[config.mk]
export PLATFORM = sky130hd
export DESIGN_NAME = mode_timer16
export DESIGN_NICKNAME = d
export VERILOG_FILES = /design/src/rtl/tmr_pkg.sv /design/src/rtl/tmr_edge_det.sv /design/src/rtl/tmr_regs.sv /design/src/rtl/tmr_core.sv /design/src/rtl/mode_timer16.sv
export SDC_FILE = /design/constraint.sdc
export NUM_CORES = 1
export LEC_CHECK = 0
export BUFFER_PORTS_ARGS = -buffer_cell sky130_fd_sc_hd__buf_2
export CORE_MARGIN = 1.5
export CORE_UTILIZATION = 60
export DETAILED_ROUTE_END_ITERATION = 8
export PLACE_DENSITY_LB_ADDON = 0.12
export SYNTH_ARGS = -nofsm -noshare
export SYNTH_HDL_FRONTEND = slang
export SYNTH_SLANG_ARGS = --single-unit
export TNS_END_PERCENT = 20
[constraint.sdc]
create_clock -name clk_i -period 3.6 [get_ports clk_i]
set_input_delay 0 -clock clk_i [delete_from_list [all_inputs] [get_ports clk_i]]
set_output_delay 0 -clock clk_i [all_outputs]
set_load 0.02 [all_outputs]
[src/rtl/tmr_pkg.sv]
package tmr_pkg;
  typedef enum logic [1:0] {
    MODE_STOP  = 2'b00,
    MODE_FREE  = 2'b01,
    MODE_TRIG  = 2'b10,
    MODE_MATCH = 2'b11
  } tmr_mode_e;

  typedef enum logic [1:0] {
    EDGE_FALL = 2'b00,
    EDGE_RISE = 2'b01,
    EDGE_NONE = 2'b10,
    EDGE_BOTH = 2'b11
  } tmr_edge_e;

  localparam int unsigned ADDR_W        = 2;
  localparam int unsigned ADDR_CTRL     = 0;
  localparam int unsigned ADDR_CMP_BASE = 1;
  localparam int unsigned NUM_CMP       = 2;

  localparam int unsigned CTRL_MODE_LSB = 0;
  localparam int unsigned CTRL_TSEL_BIT = 2;
  localparam int unsigned CTRL_OVF_BIT  = 3;
endpackage

[src/rtl/tmr_edge_det.sv]
module tmr_edge_det
  import tmr_pkg::*;
#(
  parameter int unsigned SYNC_STAGES = 2
) (
  input  logic      clk_i,
  input  logic      rst_ni,
  input  logic      trig_i,
  input  tmr_edge_e edge_sel_i,
  output logic      edge_o
);
  localparam int unsigned LAST = SYNC_STAGES;

  // [SYNC_STAGES-1:0] synchronizer, [LAST] previous sample
  logic [LAST:0] smp_q;
  logic          cur, prev, rise, fall;

  always_ff @(posedge clk_i or negedge rst_ni) begin
    if (!rst_ni) smp_q <= '0;
    else         smp_q <= {smp_q[LAST-1:0], trig_i};
  end

  assign cur  = smp_q[LAST-1];
  assign prev = smp_q[LAST];
  assign rise = cur & ~prev;
  assign fall = ~cur & prev;

  always_comb begin
    unique case (edge_sel_i)
      EDGE_FALL: edge_o = fall;
      EDGE_RISE: edge_o = rise;
      EDGE_BOTH: edge_o = rise | fall;
      default:   edge_o = 1'b0;
    endcase
  end
endmodule

[src/rtl/tmr_regs.sv]
module tmr_regs
  import tmr_pkg::*;
#(
  parameter int unsigned CNT_W = 16
) (
  input  logic              clk_i,
  input  logic              rst_ni,
  input  logic              wr_en_i,
  input  logic [ADDR_W-1:0] wr_addr_i,
  input  logic [CNT_W-1:0]  wr_data_i,
  output tmr_mode_e         mode_o,
  output logic              tsel_o,
  output logic              ovf_wr_o,
  output logic              ovf_val_o,
  output logic [CNT_W-1:0]  cmp0_o,
  output logic [CNT_W-1:0]  cmp1_o
);
  tmr_mode_e        mode_q;
  logic             tsel_q;
  logic             ctrl_wr;
  logic [CNT_W-1:0] cmp_q [NUM_CMP];

  assign ctrl_wr = wr_en_i && (wr_addr_i == ADDR_W'(ADDR_CTRL));

  always_ff @(posedge clk_i or negedge rst_ni) begin
    if (!rst_ni) begin
      mode_q <= MODE_STOP;
      tsel_q <= 1'b0;
    end else if (ctrl_wr) begin
      mode_q <= tmr_mode_e'(wr_data_i[CTRL_MODE_LSB +: 2]);
      // toggle source is frozen while counting
      if (mode_q == MODE_STOP) tsel_q <= wr_data_i[CTRL_TSEL_BIT];
    end
  end

  for (genvar g = 0; g < NUM_CMP; g++) begin : g_cmp
    always_ff @(posedge clk_i or negedge rst_ni) begin
      if (!rst_ni)
        cmp_q[g] <= '0;
      else if (wr_en_i && (wr_addr_i == ADDR_W'(ADDR_CMP_BASE + g)))
        cmp_q[g] <= wr_data_i;
    end
  end

  assign mode_o    = mode_q;
  assign tsel_o    = tsel_q;
  assign ovf_wr_o  = ctrl_wr;
  assign ovf_val_o = wr_data_i[CTRL_OVF_BIT];
  assign cmp0_o    = cmp_q[0];
  assign cmp1_o    = cmp_q[1];
endmodule

[src/rtl/tmr_core.sv]
module tmr_core
  import tmr_pkg::*;
#(
  parameter int unsigned CNT_W = 16
) (
  input  logic             clk_i,
  input  logic             rst_ni,
  input  tmr_mode_e        mode_i,
  input  logic             tsel_i,
  input  logic             tick_i,
  input  logic             edge_i,
  input  logic             ovf_wr_i,
  input  logic             ovf_val_i,
  input  logic [CNT_W-1:0] cmp0_i,
  input  logic [CNT_W-1:0] cmp1_i,
  output logic [CNT_W-1:0] cnt_o,
  output logic             tout_o,
  output logic             ovf_o
);
  logic [CNT_W-1:0] cnt_q, cnt_d;
  logic             tout_q, ovf_q;
  logic             hit0, hit1, wrap, flip, running;

  assign running = (mode_i != MODE_STOP);
  assign hit0    = tick_i && (cnt_q == cmp0_i);
  assign hit1    = tick_i && (cnt_q == cmp1_i);

  always_comb begin
    cnt_d = cnt_q;
    if (!running)
      cnt_d = '0;
    else if (mode_i == MODE_TRIG && edge_i)
      cnt_d = '0;
    else if (tick_i)
      cnt_d = (mode_i == MODE_MATCH && hit0) ? '0 : cnt_q + 1'b1;
  end

  assign wrap = running && (cnt_q == '1) && (cnt_d == '0);
  assign flip = running && (hit0 || hit1 || (tsel_i && edge_i));

  always_ff @(posedge clk_i or negedge rst_ni) begin
    if (!rst_ni) begin
      cnt_q  <= '0;
      tout_q <= 1'b0;
      ovf_q  <= 1'b0;
    end else begin
      cnt_q <= cnt_d;
      if (flip) tout_q <= ~tout_q;
      if (!running)     ovf_q <= 1'b0;
      else if (wrap)    ovf_q <= 1'b1;   // hardware set beats software clear
      else if (ovf_wr_i) ovf_q <= ovf_val_i;
    end
  end

  assign cnt_o  = cnt_q;
  assign tout_o = tout_q;
  assign ovf_o  = ovf_q;
endmodule

[src/rtl/mode_timer16.sv]
module mode_timer16
  import tmr_pkg::*;
#(
  parameter int unsigned CNT_W       = 16,
  parameter int unsigned SYNC_STAGES = 2
) (
  input  logic              clk_i,
  input  logic              rst_ni,
  input  logic              cnt_en_i,
  input  logic              trig_i,
  input  logic [1:0]        edge_sel_i,
  input  logic              wr_en_i,
  input  logic [ADDR_W-1:0] wr_addr_i,
  input  logic [CNT_W-1:0]  wr_data_i,
  output logic [CNT_W-1:0]  cnt_o,
  output logic              tout_o,
  output logic              ovf_o
);
  tmr_mode_e        mode_w;
  logic             tsel_w, ovf_wr_w, ovf_val_w, edge_w;
  logic [CNT_W-1:0] cmp0_w, cmp1_w;

  tmr_edge_det #(.SYNC_STAGES(SYNC_STAGES)) u_edge (
    .clk_i      (clk_i),
    .rst_ni     (rst_ni),
    .trig_i     (trig_i),
    .edge_sel_i (tmr_edge_e'(edge_sel_i)),
    .edge_o     (edge_w)
  );

  tmr_regs #(.CNT_W(CNT_W)) u_regs (
    .clk_i     (clk_i),
    .rst_ni    (rst_ni),
    .wr_en_i   (wr_en_i),
    .wr_addr_i (wr_addr_i),
    .wr_data_i (wr_data_i),
    .mode_o    (mode_w),
    .tsel_o    (tsel_w),
    .ovf_wr_o  (ovf_wr_w),
    .ovf_val_o (ovf_val_w),
    .cmp0_o    (cmp0_w),
    .cmp1_o    (cmp1_w)
  );

  tmr_core #(.CNT_W(CNT_W)) u_core (
    .clk_i     (clk_i),
    .rst_ni    (rst_ni),
    .mode_i    (mode_w),
    .tsel_i    (tsel_w),
    .tick_i    (cnt_en_i),
    .edge_i    (edge_w),
    .ovf_wr_i  (ovf_wr_w),
    .ovf_val_i (ovf_val_w),
    .cmp0_i    (cmp0_w),
    .cmp1_i    (cmp1_w),
    .cnt_o     (cnt_o),
    .tout_o    (tout_o),
    .ovf_o     (ovf_o)
  );
endmodule

==> results of run 1 <==
-- registers in the layout, summed over array words and instances (netlist names) --
register / flops
u_regs.mode_o: 2
u_core.cnt_o: 16
u_regs.cmp1_o: 16
u_regs.cmp0_o: 16
u_regs.tsel_o: 1
u_edge.smp_q: 3
u_core.tout_o: 1
u_core.ovf_o: 1
-- worst register-to-register path: stages, from the launching register on --
cell and delay, ns:
dfrtp_1 0.48, xor2_1 0.20, nor4_1 0.52, nand4_1 0.24, o21ai_2 0.59, nor2_1 0.13
-- cells in the mapped netlist --
| master | n |
|---|---|
| buf_2 | 7 |
| a21boi_0 | 1 |
| nor3_1 | 5 |
| nor3b_1 | 2 |
| and4_1 | 3 |
| o21a_1 | 1 |
| nor2_1 | 20 |
| or4_1 | 1 |
| o21ai_0 | 2 |
| ha_1 | 3 |
| or2_2 | 1 |
| nor4_1 | 3 |
| nand2_2 | 1 |
| mux2_2 | 36 |
| a221oi_1 | 1 |
| nor2b_1 | 2 |
| o221ai_1 | 1 |
| a31o_2 | 1 |
| dfrtp_1 | 56 |
| and3_1 | 6 |
| buf_4 | 1 |
| nand3b_1 | 2 |
| a21oi_1 | 2 |
| xnor2_1 | 27 |
| nand3_1 | 10 |
| a32o_1 | 1 |
| o32ai_1 | 1 |
| nand4_1 | 6 |
| clkbuf_1 | 5 |
| a21o_1 | 1 |
| and2_1 | 2 |
| nand2_1 | 11 |
| o21ai_2 | 1 |
| xor2_1 | 21 |
| or3_1 | 3 |
| mux2i_1 | 1 |
| inv_1 | 2 |
| a211oi_1 | 1 |
-- routing by layer --
| metal | part of all wire [%] | GRT usage, % | vias to the layer above |
|---|---|---|---|
| li1 | - | - | 979 |
| met1 | 44 | 33.6 | 994 |
| met2 | 49 | 40.6 | 60 |
| met3 | 5.1 | 4.86 | 11 |
| met4 | 1.8 | 8.39 | 0 |
| met5 | 0 | 0 | - |
-- final cells by class --
class | instances | area (µm²) | share of cell area (%)
clock buffers | 7 | 86.3 | 2.58
well taps | 52 | 65.1 | 1.94
clock inverters | 1 | 7.51 | 0.224
repair buffers | 61 | 398 | 11.9
flip-flops and latches | 56 | 1400 | 41.9
multi-input cells | 180 | 1380 | 41.3
inverters | 2 | 7.51 | 0.224
-- cells by family after synthesis --
group | after synthesis | share of synthesized area, %
flops | 56 | 49.1
mux | 37 | 14.6
simple gates | 78 | 14.2
xor+xnor | 48 | 14.7
buf+inv | 15 | 2.41
fa+ha+maj | 3 | 1.32
compound gates | 14 | 3.64
-- stage by stage --
step | hold WS (ns) | cell area [µm²] | util [%]
finish | 0.101 | 3350 | 74.8
global route | 0.147 | 3350 | 74.8
CTS | 0.103 | 3350 | 74.8
detailed placement | 0.110 | 3070 | 68.7
global placement | 0.109 | 3070 | 68.7
floorplan | -0.296 | 2850 | -
-- how the worst max path moves through the flow --
| stage | depth (start not counted) | start | slack [ns] | end |
|---|---|---|---|---|
| after floorplan | 7 | u_core.cnt_o[0] | 1.74 | u_core.ovf_o |
| after global routing | 5 | u_core.cnt_o[4] | 1.02 | u_core.cnt_o[0] |
| final | 5 | u_core.cnt_o[8] | 1.30 | u_core.cnt_o[14] |
| after CTS | 5 | u_core.cnt_o[8] | 1.30 | u_core.cnt_o[14] |
| after global placement | 5 | u_core.cnt_o[8] | 1.39 | u_core.cnt_o[0] |
| after detailed placement | 5 | u_core.cnt_o[8] | 1.33 | u_core.cnt_o[14] |
-- power breakdown --
part	switching, µW	internal, µW
Combinational	177	197
Sequential	104	725
Clock	199	157
-- repair_timing --
item / CTS / global route
hold endpoints to repair: 92 / 0
hold buffers: 18 / 0
gates resized for setup: 0 / 0
==> qor.yml, run 1 <==
die_area_um2: 5180
path_class: "register to register"
final_common_cell: "dfrtp_1"
placement_rows: 24
status: "finished clean"
slew_headroom_pct: 39.9
cts_buffer_depth: 2
synth.cell_area_um2: 2850
post-place-cells: 333
synthesis.nets: 279
yosys_warnings: 0
p_leak_uw: 0.00152
clkTransAtPathRegs_ns: 0.10
drive_gt1_share_pct: 29.3
period_needed_ns: 2.30
fillCellCount: 307
irDropWorstVdd_mv: 0.329
drc_errors: 0
hold_path_startpoint: "cnt_en_i"
synth.avg_cell_area_um2: 11.4
fp.dieW_um: 72.0
critPathRequiredTime_ns: 3.76
r2r_slack_ns: 1.30
synth_cell_types: 38
rr_worst_depth: 5
wire_per_inst_um: 16.5
clockRootBuffer: "clkbuf_8"
area_growth_pct: 17.4
final_cells: 359
whs_path_depth: 3
gr-total-overflow: 0
pre_cts_ws_ns: 1.33
critPathSlowestCell: "o21ai_2"
post_cts.repair.setup_buffers: 0
die_h_um: 72.0
gp_congestion: 0.784
antenna_found_initial: 0
rr_endpoint: "u_core.cnt_o[14]"
cp_num_buf_inv: 0
r2r-start: "u_core.cnt_o[8]"
clock_sinks: 56
power_uw: 1560
end_kind: "register"
grtUsageTotal_pct: 24.9
tightest_slew_ns: 0.899
finalMaxSlewViolations: 0
dp_hpwl_mm: 4.26
ys_seq_area_share_pct: 49.1
grt_pass1_vias: 2045
synth_top_area_share_pct: 49.1
hold_path_class: "input port to register"
critical_path.top_delay_family: "simple AND/OR/NAND/NOR gates"
drv_cap: 0
setup_viol: 0
syn_inst: 251
max_stage_delay_ns: 0.59
firstDrtPassIters: 4
startpoint_type: "register"
ys_seq_elements: 56
start_util_pct: 63.8
fin_ws_ns: 1.30
dr.first_iter.drc_count: 108
cts_tree: "built"
numCtsBuffers: 5
rsz0062_at_grt: "no"
cp_cell_sequence: "xor2_1 > nor4_1 > nand4_1 > o21ai_2 > nor2_1"
finalCritPeriodShare_pct: 63.9
antenna_cells: 0
mostFrequentLayoutCells: "dfrtp_1, buf_2, mux2_2"
fin_nets: 334
num_io_pins: 43
routed_wl_mm: 5.92
core_area_um2: 4470
via_per_inst: 5.69
hold_viol_final: 0
power_density_nw_per_um2: 465
grt_pass1_wl_mm: 9.83
clk_latency_ns: 0.31
ys_top_cells_by_area: "dfrtp_1, mux2_2, xnor2_1, xor2_1, nor2_1"
whs_endpoint: "u_core.cnt_o[0]"
fmax_mhz: 435
path_max_fanout: 16
portBuffers: 42
vias: 2044
htreeDepth: 2
grt_max_degree: 57
yosysTopAreaCell: "dfrtp_1"
postRouteAntennaNets: 0
finClkSkew_ns: 0.0111
crit_arrival_ns: 2.46
setup_tns_ns: 0
Power figures use the tool's default switching activity.
==> run 2: changes to the inputs <==
CORE_UTILIZATION = 57   (was 60)
clock period = 2.2 ns   (was 3.6 ns; I/O delays follow)
==> run 2 against run 1 <==
Global-route usage up 1.5 points. Critical path type unchanged. Maximum frequency up 9.7%. Die area up 5.0%. Largest power group unchanged. Worst hold slack worse by 0.017 ns. Clock power up 71%.
==> qor.yml, run 2 (synthesized netlist as in run 1, its figures left out) <==
power_density_nw_per_um2: 754  # +62%
startpoint_type: "register"
gr-total-overflow: 0  # unchanged
rsz0062_at_grt: "no"
drc_errors: 0  # unchanged
mostFrequentLayoutCells: "dfrtp_1, buf_2, mux2_2"
antenna_cells: 0  # unchanged
slew_headroom_pct: 53.5  # +14 points
firstDrtPassIters: 4  # unchanged
r2r_slack_ns: 0.10  # -1.20 ns
postRouteAntennaNets: 0  # unchanged
via_per_inst: 5.46  # -4.0%
num_io_pins: 43  # unchanged
vias: 2098  # +2.6%
final_common_cell: "dfrtp_1"
clkTransAtPathRegs_ns: 0.10  # about the same
cts_tree: "built"
hold_path_class: "input port to register"
cts_resized: 0  # unchanged
setup_tns_ns: 0  # unchanged
finalHoldWorstSlack_ns: 0.0843  # -0.0170 ns
r2r-start: "u_core.cnt_o[3]"
rr_worst_depth: 5  # unchanged
critPathRequiredTime_ns: 2.43  # -1.33 ns
grt_pass1_vias: 2175  # +6.4%
wire_per_inst_um: 16.5  # about the same
p_leak_uw: 0.00158  # +4.1%
grt_max_degree: 57  # unchanged
final_util_pct: 72.2  # -2.6 points
area_growth_pct: 21.2
antenna_found_initial: 0  # unchanged
numCtsBuffers: 5  # unchanged
period_needed_ns: 2.10  # -0.203 ns
hold_viol_final: 0  # unchanged
cts_buffer_depth: 2  # unchanged
die_area_um2: 5440  # +5.0%
htreeDepth: 2  # unchanged
clk_latency_ns: 0.32  # about the same
portBuffers: 42  # unchanged
hold_path_startpoint: "cnt_en_i"
fmax_mhz: 476  # +9.7%
die_h_um: 73.7  # +2.5%
grtUsageTotal_pct: 26.3  # +1.5 points
start_util_pct: 59.6  # -4.2 points
irDropWorstVdd_mv: 0.503  # +53%
grt_pass1_wl_mm: 10.6  # +7.7%
finClkSkew_ns: 0.00660  # -0.00446 ns
clockRootBuffer: "clkbuf_8"
whs_path_depth: 3  # unchanged
whs_endpoint: "u_core.cnt_o[0]"
dp_hpwl_mm: 4.49  # +5.4%
routed_wl_mm: 6.34  # +7.1%
clock_sinks: 56  # unchanged
finalCritPeriodShare_pct: 95.4  # +31 points
crit_arrival_ns: 2.32  # -0.14 ns
gp_congestion: 0.828  # +5.6%
post_cts.repair.setup_buffers: 0  # unchanged
drv_cap: 0  # unchanged
end_kind: "register"
placement_rows: 25  # +4.2%
power_uw: 2610  # +67%
fp.dieW_um: 73.7  # +2.5%
status: "finished clean"
path_max_fanout: 9  # -7
drive_gt1_share_pct: 31.9  # +2.5 points
fin_nets: 344  # +3.0%
dr.first_iter.drc_count: 250  # +130%
setup_viol: 0  # unchanged
core_area_um2: 4790  # +7.0%
finalMaxSlewViolations: 0  # unchanged
tightest_slew_ns: 0.698  # -0.202 ns
path_class: "register to register"
rr_endpoint: "u_core.tout_o"
==> run 2: cell type report <==
cell class                      count  area (µm²)
Fill cell                         360        1330
Clock inverter                      2        13.8
Tap cell                           67        83.8
Multi-Input combinational cell    180        1380
Sequential cell                    56        1400
Timing Repair Buffer               71         485
Clock buffer                        6        82.6
Inverter                            2        7.51
==> run 2: report_power, final <==
group,internal (µW),switching (µW),total (µW),leakage [µW]
Clock,259,348,607,0.0000516
Sequential,1190,159,1350,0.000695
Combinational,345,310,655,0.000833
==> run 2: worst max-delay path by stage <==
stage | slack, ns | from | to
CTS | 0.17 | u_core.cnt_o[7] | u_core.tout_o
finish | 0.10 | u_core.cnt_o[3] | u_core.tout_o
global placement | 0.23 | u_core.cnt_o[3] | u_core.tout_o
global route | 0.01 | u_core.cnt_o[7] | u_core.tout_o
floorplan | 0.34 | u_core.cnt_o[0] | u_core.ovf_o
detailed placement | 0.22 | u_core.cnt_o[7] | u_core.tout_o
==> run 2: through the flow <==
step / cell area (µm²) / setup WS [ns] / std cells
floorplan: 2850 / 0.343 / 251
global placement: 3180 / 0.233 / 358
detailed placement: 3180 / 0.217 / 358
CTS: 3460 / 0.174 / 384
global route: 3460 / 0.0147 / 384
finish: 3460 / 0.101 / 384
==> run 2: metal layers <==
layer	wire (µm)	GRT usage [%]
met3	242	4.39
met4	124	9.26
met5	0	0
met2	2930	40.0
met1	3040	38.2
==> run 2: what timing repair did <==
item	in CTS	in global routing
endpoints found under the hold margin	92	0
hold buffers	18	0
endpoints found under the setup margin	0	0
==> run 2: critical path: stages, from the launching register on <==
cell	delay, ns
dfrtp_1	0.53
xor2_1	0.24
nor4_1	0.35
nand3_1	0.24
or3_1	0.42
a211oi_1	0.22
==> run 3: changes to the inputs <==
PLACE_DENSITY_LB_ADDON = 0.15   (was 0.12)
SLEW_MARGIN = 30   (was default)
==> run 3 against run 2 <==
Total power decreased by 2.6%. Non-clock buffer count unchanged. Sequential cell count is the same. Worst hold slack worse by 0.044 ns. Combinational power fell by 2%. Largest cell class unchanged. Sequential power about the same. Setup slack improved by 0.098 ns. Clock skew is 0.0046 ns higher. Sequential share of layout area up 0.10 points. Critical path depth stayed put. First-iteration DRC count decreased by 46%. Final cell count unchanged.
==> qor.yml, run 3 (synthesized netlist as in run 1, its figures left out) <==
finalCritPeriodShare_pct: 90.9  # -4.5 points
drv_cap: 0  # unchanged
fin_nets: 344  # unchanged
rsz0062_at_grt: "no"
final_common_cell: "dfrtp_1"
hold_buffers: 18  # unchanged
path_max_fanout: 9  # unchanged
num_io_pins: 43  # unchanged
area_growth_pct: 20.9
fp.dieW_um: 73.7  # unchanged
hold_viol_final: 0  # unchanged
gp_congestion: 0.883  # +6.6%
finalHoldWorstSlack_ns: 0.0403  # -0.0439 ns
portBuffers: 42  # unchanged
final_util_pct: 72.1  # -0.18 points
combPwrFrac_pct: 25.2  # about the same
numCtsBuffers: 5  # unchanged
cts_buffer_depth: 2  # unchanged
path_class: "register to register"
mostFrequentLayoutCells: "dfrtp_1, buf_2, mux2_2"
final_area_um2: 3450  # -0.25%
postRouteAntennaNets: 0  # unchanged
grt_max_degree: 29  # -49%
setup_tns_ns: 0  # unchanged
finClkSkew_ns: 0.0112  # +0.00464 ns
slew_headroom_pct: 70.8  # +17 points
final_cells: 384  # unchanged
hold_path_class: "input port to asynchronous set/reset pin"
clk_latency_ns: 0.31  # about the same
drc_errors: 0  # unchanged
grt_pass1_vias: 2069  # -4.9%
critPathRequiredTime_ns: 2.41  # -0.02 ns
power_report.internal_total_uw: 1750  # -2.2%
period_needed_ns: 2.00  # -0.0983 ns
gr-total-overflow: 0  # unchanged
fillCellCount: 363  # +0.83%
pwr-share-seq_pct: 53.3  # +1.7 points
start_util_pct: 59.6  # unchanged
tightest_slew_ns: 0.438  # -0.260 ns
end_kind: "register"
postPlaceCellArea_um2: 3180  # unchanged
post-place-cells: 358  # unchanged
placement_rows: 25  # unchanged
antenna_cells: 0  # unchanged
die_h_um: 73.7  # unchanged
antenna_found_initial: 0  # unchanged
clkTransAtPathRegs_ns: 0.10  # about the same
firstDrtPassIters: 4  # unchanged
drive_gt1_share_pct: 31.9  # unchanged
htreeDepth: 2  # unchanged
grtUsageTotal_pct: 25.9  # -0.37 points
vias: 2059  # -1.9%
swShare_pct: 31.1  # -0.24 points
cts_tree: "built"
die_area_um2: 5440  # unchanged
irDropWorstVdd_mv: 0.474  # -5.7%
status: "finished clean"
core_area_um2: 4790  # unchanged
post_cts.repair.setup_buffers: 0  # unchanged
power_density_nw_per_um2: 737  # -2.3%
clock_sinks: 56  # unchanged
dp_hpwl_mm: 4.57  # +1.8%
finalMaxSlewViolations: 0  # unchanged
setup_viol: 0  # unchanged
pwr-share-clk_pct: 21.5  # -1.8 points
via_per_inst: 5.36  # -1.9%
crit_arrival_ns: 2.21  # -0.11 ns
wire_per_inst_um: 16.4  # -0.50%
grt_pass1_wl_mm: 10.4  # -2.0%
routed_wl_mm: 6.31  # -0.50%
fmax_mhz: 500  # +4.9%
cts_resized: 0  # unchanged
dr.first_iter.drc_count: 135  # -46%
startpoint_type: "register"
clockRootBuffer: "clkbuf_8"
power.switching_uw: 790  # -3.3%
p_leak_uw: 0.00158  # -0.27%
run 3: changes by cell type in the layout (fill, tap and decap cells not counted), sizes merged:
cell,before,now
clkbuf,6,5
inv,3,2
clkinv,1,3
run 3: final cells by class:
type | instances | area, µm² | area share, %
multi-input cells | 180 | 1380 | 40.1
inverters | 2 | 7.51 | 0.218
well taps | 67 | 83.8 | 2.43
flip-flops and latches | 56 | 1400 | 40.6
repair buffers | 71 | 485 | 14.1
clock inverters | 3 | 18.8 | 0.544
clock buffers | 5 | 68.8 | 2.00
run 3: path summary, 6_finish.rpt:
path                                 start               end  slack [ns]  cells past startpoint
max                        u_core.cnt_o[3]      u_core.ovf_o        0.20                      5
min                                 rst_ni  u_regs.cmp0_o[9]        0.04                      2
max reg2reg                u_core.cnt_o[3]      u_core.ovf_o        0.20                      5
min reg2reg                u_edge.smp_q[0]   u_edge.smp_q[1]        0.36                      0
max in group asynchronous           rst_ni   u_core.cnt_o[3]        1.56                      3
min in group clk_i                cnt_en_i   u_core.cnt_o[0]        0.11                      3
run 3: routing by layer:
metal | part of all wire, % | wire (µm) | track usage [%]
met4 | 0.71 | 45 | 5.56
met3 | 2.9 | 181 | 3.84
met1 | 48 | 3040 | 37.2
met5 | 0 | 0 | 0
met2 | 48 | 3040 | 41.9
run 3: critical path: stages (launching register included):
cell	delay, ns
dfrtp_1	0.62
and3_1	0.31
nand2_2	0.11
or4_1	0.55
a21o_1	0.17
o221ai_1	0.15
run 3: metrics by stage:
step / power (µW) / setup slack (ns)
after global routing: 2680 / 0.0643
after CTS: 2560 / 0.204
after global placement: 1970 / 0.230
after detailed placement: 1990 / 0.232
after floorplan: 1770 / 0.343
final: 2540 / 0.200
run 3: power groups by stage:
stage	combinational [µW]	clock [µW]	sequential (µW)
floorplan	420	0	1350
detailed placement	614	0	1370
global route	708	595	1380
finish	640	547	1350
CTS	642	566	1350
global placement	606	0	1370
